<file path="src/rtl/pic_init_ctrl.sv">
module pic_init_ctrl #(
  parameter int NPIN = 8
) (
  input  logic            clk,
  input  logic            rst_n,
  input  logic            wr_en,
  input  logic            wr_addr,
  input  logic [7:0]      wr_data,
  input  logic            sec_sel,
  output logic            wr_hold,
  input  logic [NPIN-1:0] irq_in,
  input  logic [NPIN-1:0] trig_level,
  input  logic            int_ack,
  output logic            int_out,
  output logic [4:0]      vec_base,
  output logic            eoi_valid,
  input  logic            eoi_ready,
  output logic [3:0]      eoi_pin
);
  localparam int IW = $clog2(NPIN);

  logic [NPIN-1:0] irr, isr, imr, pend, irq_q;
  logic [3:0]      init_st;
  logic [1:0]      step;
  logic            sec_r;

  function automatic logic [IW-1:0] low_idx(input logic [NPIN-1:0] v);
    low_idx = '0;
    for (int i = NPIN-1; i >= 0; i--)
      if (v[i]) low_idx = IW'(i);
  endfunction

  wire cmd_wr   = wr_en & ~wr_addr;
  wire dat_wr   = wr_en &  wr_addr;
  wire icw1_req = cmd_wr & wr_data[4];
  assign wr_hold = icw1_req & (|pend);
  wire icw1_go  = icw1_req & ~wr_hold;
  wire ns_eoi   = cmd_wr & ~wr_data[4] & ~wr_data[3] & (wr_data[7:5] == 3'b001);
  wire sngl     = init_st[3];
  wire need4    = init_st[2];

  wire [NPIN-1:0] req     = irr & ~imr;
  wire [NPIN-1:0] req_low = req & (~req + 1'b1);
  wire [NPIN-1:0] isr_low = isr & (~isr + 1'b1);
  wire [NPIN-1:0] rise    = irq_in & ~irq_q;

  assign int_out = (init_st == 4'd0) & (|req) & ((isr == '0) | (req_low < isr_low));
  wire [NPIN-1:0] ack_bit = (int_ack & int_out) ? req_low : '0;

  assign eoi_valid = |pend;
  assign eoi_pin   = {sec_r, low_idx(pend)};
  wire eoi_fire    = eoi_valid & eoi_ready;

  always_ff @(posedge clk) begin
    if (!rst_n) begin
      irr <= '0; isr <= '0; imr <= '0; pend <= '0; irq_q <= '0;
      init_st <= '0; step <= '0; sec_r <= 1'b0; vec_base <= '0;
    end else begin
      irq_q <= irq_in;
      if (icw1_go) begin
        irr     <= irq_in & trig_level;
        isr     <= '0;
        imr     <= '0;
        pend    <= isr | (irr & ~trig_level);
        sec_r   <= sec_sel;
        init_st <= {wr_data[1:0], 2'b01};
        step    <= 2'd0;
      end else begin
        irr <= (irq_in & trig_level) | ((irr | rise) & ~trig_level & ~ack_bit);
        isr <= (isr | ack_bit) & ~(ns_eoi ? isr_low : '0);
        if (eoi_fire) pend <= pend & (pend - 1'b1);
        if (dat_wr) begin
          if (init_st[0]) begin
            case (step)
              2'd0: begin
                vec_base <= wr_data[7:3];
                if (!sngl)     step <= 2'd1;
                else if (need4) step <= 2'd2;
                else           init_st <= '0;
              end
              2'd1: if (need4) step <= 2'd2; else init_st <= '0;
              default: init_st <= '0;
            endcase
          end else begin
            imr <= wr_data[NPIN-1:0];
          end
        end
      end
    end
  end

  a_r3_icw1_clears: assert property (@(posedge clk) disable iff (!rst_n)
    icw1_go |=> (isr == '0) && (imr == '0) && init_st[0]);
  a_r10_hold_needs_stream: assert property (@(posedge clk) disable iff (!rst_n)
    wr_hold |-> eoi_valid);
  a_r4_one_per_handshake: assert property (@(posedge clk) disable iff (!rst_n)
    (eoi_fire && !icw1_go) |=> $countones(pend) == $countones($past(pend)) - 1);
  a_r12_pin_stable: assert property (@(posedge clk) disable iff (!rst_n)
    (eoi_valid && !eoi_ready && !icw1_go) |=> $stable(eoi_pin));
  a_r8_ack_enters_service: assert property (@(posedge clk) disable iff (!rst_n)
    (int_ack && int_out && !icw1_go) |=> isr != '0);
endmodule

</file>
<file path="config.mk">
export PLATFORM = sky130hd
export DESIGN_NAME = pic_init_ctrl
export DESIGN_NICKNAME = d
export VERILOG_FILES = /design/src/rtl/pic_init_ctrl.sv
export SDC_FILE = /design/constraint.sdc
export NUM_CORES = 1
export LEC_CHECK = 0
export BUFFER_PORTS_ARGS = -buffer_cell sky130_fd_sc_hd__buf_2
export CAP_MARGIN = 10
export CORE_ASPECT_RATIO = 1.75
export CORE_UTILIZATION = 51
export CTS_CLUSTER_DIAMETER = 80
export CTS_CLUSTER_SIZE = 40
export DETAILED_ROUTE_END_ITERATION = 10
export GPL_ROUTABILITY_DRIVEN = 1
export GPL_TIMING_DRIVEN = 0
export PLACE_DENSITY = 0.82
export SYNTH_ARGS = -nofsm -noshare
export SYNTH_HDL_FRONTEND = slang
export SYNTH_SLANG_ARGS = --single-unit
</file>
<file path="constraint.sdc">
create_clock -name clk -period 2.45 [get_ports clk]
set_clock_uncertainty 0.15 [all_clocks]
set_input_delay 0.245 -clock clk [delete_from_list [all_inputs] [get_ports clk]]
set_output_delay 0.245 -clock clk [all_outputs]
set_load 0.005 [all_outputs]
</file>
==> impl_metrics.tcl, run 1 <==
set metrics [dict create \
    worst-endpoint-required_ns 2.52 \
    syn_avg_cell_area_um2 8.45 \
    final_hold_viol_count 3 \
    n_antenna_cell 0 \
    drive_above_1_share_pct 30.1 \
    clk_pin_slew_ns 0.10 \
    hold_path_depth 2 \
    worst_ep_arrival_time_ns 3.00 \
    initial_core_util_pct 53.9 \
    yosysTopAreaCell "dfxtp_1" \
    htree_levels 2 \
    r2r_cells 14 \
    gr-total-overflow 0 \
    period_share_pct 120 \
    min_path_type "in -> reg" \
    hpwl_mm 5.19 \
    grt_start_max_net_pins 15 \
    critPathMaxStageDelay_ns 0.34 \
    hold_start "trig_level[7]" \
    hold_path_end "irr[7]$_SDFF_PN0_" \
    ant_nets 0 \
    drt_iter0_markers 75 \
    areaGrowthSynthToFinish_pct 23.8 \
    cts_tree "done" \
    die_w_um 57.1 \
    fp.coreArea_mm2 0.00502 \
    worstMarginPinSlew_ns 0.722 \
    track_usage_pct 27.4 \
    antenna_found_initial 0 \
    grt_pass1_wl_mm 11.8 \
    port_buffers 42 \
    startpoint_type "flop" \
    pin_count 43 \
    rsz0062_at_grt "yes" \
    gp_congestion 0.909 \
    crit_fanout 7 \
    synth_ff_type "dfxtp_1" \
    routed_via_density 6.00 \
    drcViolationCount 2 \
    synth_top_area_share_pct 37.7 \
    final.min_clock_period_ns 2.93 \
    placed_area_mm2 0.00301 \
    report.final.slew_viol_count 0 \
    drtPass1Iterations 7 \
    fin_area_mm2 0.00335 \
    cts_root_buf "clkbuf_8" \
    avgRoutedWirePerCell_um 16.7 \
    cap_violations 0 \
    path_cells "and2b_2, buf_4, nor3_2, nand2_2, inv_1, ha_1, a21oi_2, o21ai_1, o21ai_2, o211ai_4, buf_6, or2_1, buf_6, o41ai_4" \
    synth.ff_latch_count 51 \
    insertion_delay_ns 0.31 \
    fin_nets 422 \
    max-slew-margin-rel_pct 51.7 \
    dieHeight_um 98.3 \
    ys_warn_count 0 \
    fmax_ghz 0.341 \
    rows 34 \
    synth.cell_area_mm2 0.00271 \
    synthesis.instances 320 \
    numCtsBuffers 5 \
    end_kind "flop" \
    leakage_nw 1.47 \
    slowest_stage "dfxtp_1" \
    setup_violations 17 \
    setup_ws_ns -0.480 \
    hold_slack_ns -0.00334 \
    power_density_mw_per_mm2 586 \
    preCtsSetupSlack_ns -0.399 \
    cts_buffer_depth 2 \
    critical_path.most_common_cell "buf_6" \
    ir_drop_v 0.000442 \
    outcome "complete, but fails checks" \
    vias 2635 \
    netlist_top_cells_area "dfxtp_1, a21oi_1, nand2_1, o41ai_2, o21ai_0" \
    dieArea_mm2 0.00561 \
    syn-num-nets 358 \
    async_reset_ff_share_pct 0 \
    violations "design-rule violations, negative hold slack, negative setup slack" \
    synth_edf_count 0 \
    ys_types 55 \
    final_util_pct 66.7 \
    ys_seq_area_share_pct 37.7 \
    grt_pass1_vias 2583 \
    reg2reg_to "isr[7]$_SDFF_PP0_" \
    drt-total-wl_mm 7.33 \
    rrSetupSlack_ns -0.48 \
    fill_cells 406 \
    cts_num_sinks 51 \
    critPathKind "reg -> reg" \
    crit-reg2reg-launch "irr[3]$_SDFF_PN0_" \
]
sequential cells by signal, indices dropped and copies added, names as in the netlist:
register  flops
imr           8
irq_q         8
irr           8
isr           8
pend          8
vec_base      5
init_st       3
step          2
sec_r         1
worst max-delay path: cells and delay by family (launching register included):
kind            cells  cell delay (ns)
simple gates        4             0.80
buf+inv             4             0.52
compound gates      5             0.75
fa+ha+maj           1             0.26
flops               1             0.34
per-layer routing:
layer  up-vias  global-route usage (%)  part of all wire, %
li1       1271                       -                    -
met5         -                       0                    0
met3        28                    2.78                  4.4
met2        97                    50.2                   54
met1      1239                    28.1                   37
met4         0                    18.4                  4.5
what timing repair did:
action | 4_1_cts | 5_1_grt
pin swaps | 8 | 6
endpoints found under the setup margin | 17 | 19
hold endpoints to repair | 2 | 1
buffers inserted | 10 | 3
resized for setup | 19 | 9
hold buffers | 2 | 1
logic make-up (layout without fill, tap and decap cells):
| kind of cell | count (synthesis) | after routing | share of synthesized area (%) |
|---|---|---|---|
| fa+ha+maj | 7 | 7 | 3.24 |
| mux | 9 | 9 | 3.33 |
| buf+inv | 31 | 96 | 5.64 |
| simple gates | 138 | 138 | 28.0 |
| flops | 51 | 51 | 37.7 |
| compound gates | 84 | 84 | 22.0 |
power by group:
part           internal (mW)  switching [mW]
combinational          0.246           0.272
sequential             0.867          0.0342
clock                  0.259           0.285
through the flow:
stage	power [mW]	cells	TNS, ns
after detailed placement	1.30	416	-5.58
after global placement	1.29	416	-4.44
final	1.96	439	-6.37
after floorplan	1.18	320	-0.448
after global routing	2.04	439	-8.98
after CTS	1.90	435	-4.47
placed cells by master (no fill, tap or decap), types with 9 or more instances in the layout:
master   synthesis  layout
buf_2            0      42
mux2i_1          9       9
nand2_1         35      33
nor2b_1         15      15
nand3_1         14      13
a21oi_1         30      28
nor2_1          23      23
o21ai_0         21      20
inv_1           19      17
dfxtp_1         51      45
buf_4            1      11
area by class of cell:
class / instances / area, µm² / share of cell area [%]
inverters: 21 / 78.8 / 2.35
plain buffers: 9 / 63.8 / 1.91
well taps: 54 / 67.6 / 2.02
repair buffers: 58 / 349 / 10.4
multi-input cells: 238 / 1660 / 49.6
flip-flops and latches: 51 / 1030 / 30.7
clock buffers: 8 / 100 / 2.99
synth_stat cells (2+ instances only):
cell type  instances
o21ai_0           21
mux2i_1            9
o41ai_1            5
o41ai_2            7
inv_1             19
nand4_1            4
nand2_1           35
nor3_1            10
clkinv_1           2
buf_6              3
or3_1              3
or2b_2             2
clkbuf_1           3
nand3_1           14
and2b_1            2
nor2b_1           15
nor4_2             3
and2b_2            4
and2_1             8
o311ai_0           2
o211ai_1           4
dfxtp_1           51
ha_1               7
nor2_1            23
nand2b_1           2
buf_1              2
o31ai_1            2
a211oi_1           2
a21oi_1           30
worst max-delay path by stage:
stage,start,endpoint,slack [ns],cells after the start
finish,irr[3]$_SDFF_PN0_,isr[7]$_SDFF_PP0_,-0.48,14
global route,imr[3]$_SDFFE_PP0P_,isr[5]$_SDFF_PP0_,-0.62,13
CTS,irr[1]$_SDFF_PN0_,int_out,-0.35,10
detailed placement,isr[1]$_SDFF_PP0_,irr[1]$_SDFF_PN0_,-0.40,9
global placement,irr[1]$_SDFF_PN0_,isr[2]$_SDFF_PP0_,-0.31,11
floorplan,imr[3]$_SDFFE_PP0P_,isr[0]$_SDFF_PP0_,-0.06,12
Power figures use the tool's default switching activity.
==> run 2: changes to the inputs <==
CORE_MARGIN = 2   (was unset)
GPL_ROUTABILITY_DRIVEN = 0   (was 1)
SLEW_MARGIN = 5   (was unset)
==> run 2 against run 1 <==
  * The run ends with negative setup slack left
  * Die area increased by 5.6%
  * Utilization grew 0.41 points
  * Register-to-register slack improved by 0.04 ns
  * Sequential power is essentially flat
  * Sequential share of layout area shrank 1.2 points
  * Global-route usage fell by 0.25 points
  * Cell area up 4.4%
  * Count of clock-buffer cells in the layout is 2 lower
  * Cell count is 2.7% higher
  * Highest routed layer unchanged
==> impl_metrics.tcl, run 2 (synthesis results as in run 1) <==
set metrics [dict create \
    outcome "complete, but fails checks" \
    violations "negative setup slack" \
    cts_tree "done" \
    critPathKind "reg -> reg" \
    avgRoutedWirePerCell_um 17.6 \
    critical_path.most_common_cell "buf_6" \
    dieHeight_um 100 \
    clk_pin_slew_ns 0.10 \
    dieArea_mm2 0.00593 \
    rsz0062_at_grt "yes" \
    critPathMaxStageDelay_ns 0.40 \
    fmax_ghz 0.346 \
    path_cells "and2b_1, nor4_4, nand4b_1, inv_2, ha_4, a21oi_2, o21ai_1, o21ai_2, o211ai_4, buf_6, or2_1, buf_6, o41ai_2" \
    worst-endpoint-required_ns 2.51 \
    antenna_found_initial 0 \
    crit_family "simple AND/OR/NAND/NOR gates" \
    fin_area_mm2 0.00350 \
    setup_violations 17 \
    leakage_nw 1.53 \
    drt-total-wl_mm 7.94 \
    vias 2724 \
    grt_pass1_vias 2655 \
    grt_start_max_net_pins 17 \
    final_cell_mix "dfxtp_1, buf_2, nand2_1" \
    grt_pass1_wl_mm 12.3 \
    total_power_mw 1.97 \
    cts_root_buf "clkbuf_8" \
    worstMarginPinSlew_ns 0.705 \
    gr-total-overflow 0 \
    slowest_stage "dfxtp_1" \
    initial_core_util_pct 51.9 \
    startpoint_type "flop" \
    placed_area_mm2 0.00301 \
    max-slew-margin-rel_pct 52.8 \
    port_buffers 42 \
    rows 35 \
    report.final.slew_viol_count 0 \
    pin_count 43 \
    insertion_delay_ns 0.31 \
    finalSetupTns_ns -6.24 \
    routed_via_density 6.04 \
    drt_iter0_markers 109 \
    areaGrowthSynthToFinish_pct 29.3 \
    numCtsBuffers 5 \
    track_usage_pct 27.1 \
    preCtsSetupSlack_ns -0.387 \
    cap_violations 0 \
    place_inst 417 \
    hpwl_mm 5.24 \
    fp.coreArea_mm2 0.00521 \
    ant_nets 0 \
    fin_cells 451 \
    cts_num_sinks 51 \
    final_hold_viol_count 0 \
    drtPass1Iterations 4 \
    cts_buffer_depth 2 \
    hold_slack_ns 0.00108 \
    final_common_cell "dfxtp_1" \
    final.min_clock_period_ns 2.89 \
    setup_ws_ns -0.440 \
    drive_above_1_share_pct 33.8 \
    drcViolationCount 0 \
    path_buf_inv 3 \
    min_path_type "in -> reg" \
    period_share_pct 118 \
    htree_levels 2 \
    worst_ep_arrival_time_ns 2.95 \
    ir_drop_v 0.000390 \
    die_w_um 59.1 \
    final_util_pct 67.1 \
    crit_fanout 8 \
    end_kind "flop" \
    n_antenna_cell 0 \
    fin_nets 433 \
    power_density_mw_per_mm2 563 \
]
==> run 2: cell types whose count changed in the layout (fill, tap and decap cells not counted), moves of 2 or more <==
cell / delta
nor3_4: +3
buf_4: +9
o41ai_1: -3
nor3_1: -3
o41ai_2: +4
dlygate4sd3_1: +2
==> run 2: what timing repair did <==
| action | 4_1_cts | 5_1_grt |
|---|---|---|
| resized for setup | 22 | 18 |
| buffers inserted | 19 | 5 |
| pin swaps | 10 | 10 |
| endpoints found under the setup margin | 17 | 18 |
| hold buffers | 5 | 0 |
| endpoints found under the hold margin | 5 | 0 |
==> run 2: area by class of cell <==
type                       instances  area, µm²
multi-input combinational        238       1720
fill                             391       1710
sequential                        51       1030
timing repair buffer              69        437
clock buffer                       6       82.6
inverter                          21       78.8
tap                               55       68.8
buffer                             9       63.8
clock inverter                     2       16.3
==> run 2: worst paths after layout <==
| check | startpoint | endpoint | slack (ns) | cells past startpoint |
|---|---|---|---|---|
| setup / recovery | imr[2]$_SDFFE_PP0P_ | isr[0]$_SDFF_PP0_ | -0.44 | 13 |
| hold / removal | trig_level[5] | irr[5]$_SDFF_PN0_ | 0.001 | 2 |
| setup reg to reg | imr[2]$_SDFFE_PP0P_ | isr[0]$_SDFF_PP0_ | -0.44 | 13 |
| hold reg to reg | vec_base[2]$_SDFFE_PN0P_ | vec_base[2]$_SDFFE_PN0P_ | 0.32 | 2 |
==> run 2: report_power, final <==
group          switching (mW)  internal, mW
Combinational           0.287         0.250
Sequential             0.0344         0.866
Clock                   0.299         0.231
Total                   0.621          1.35
==> run 2: worst register-to-register path, cell delays in order, from the launching register on <==
cell and delay, ns:
dfxtp_1 0.40, and2b_1 0.25, nor4_4 0.29, nand4b_1 0.23, inv_2 0.12, ha_4 0.20, a21oi_2 0.10, o21ai_1 0.08
o21ai_2 0.08, o211ai_4 0.10, buf_6 0.16, or2_1 0.26, buf_6 0.16, o41ai_2 0.22
==> run 2: routing by layer <==
metal / vias to the layer above / GRT usage [%] / share of wire [%]
li1: 1293 / - / -
met1: 1306 / 28.6 / 37
met2: 93 / 49.7 / 53
met3: 32 / 3.35 / 3.9
met4: 0 / 14.9 / 5.9
met5: - / 0 / 0
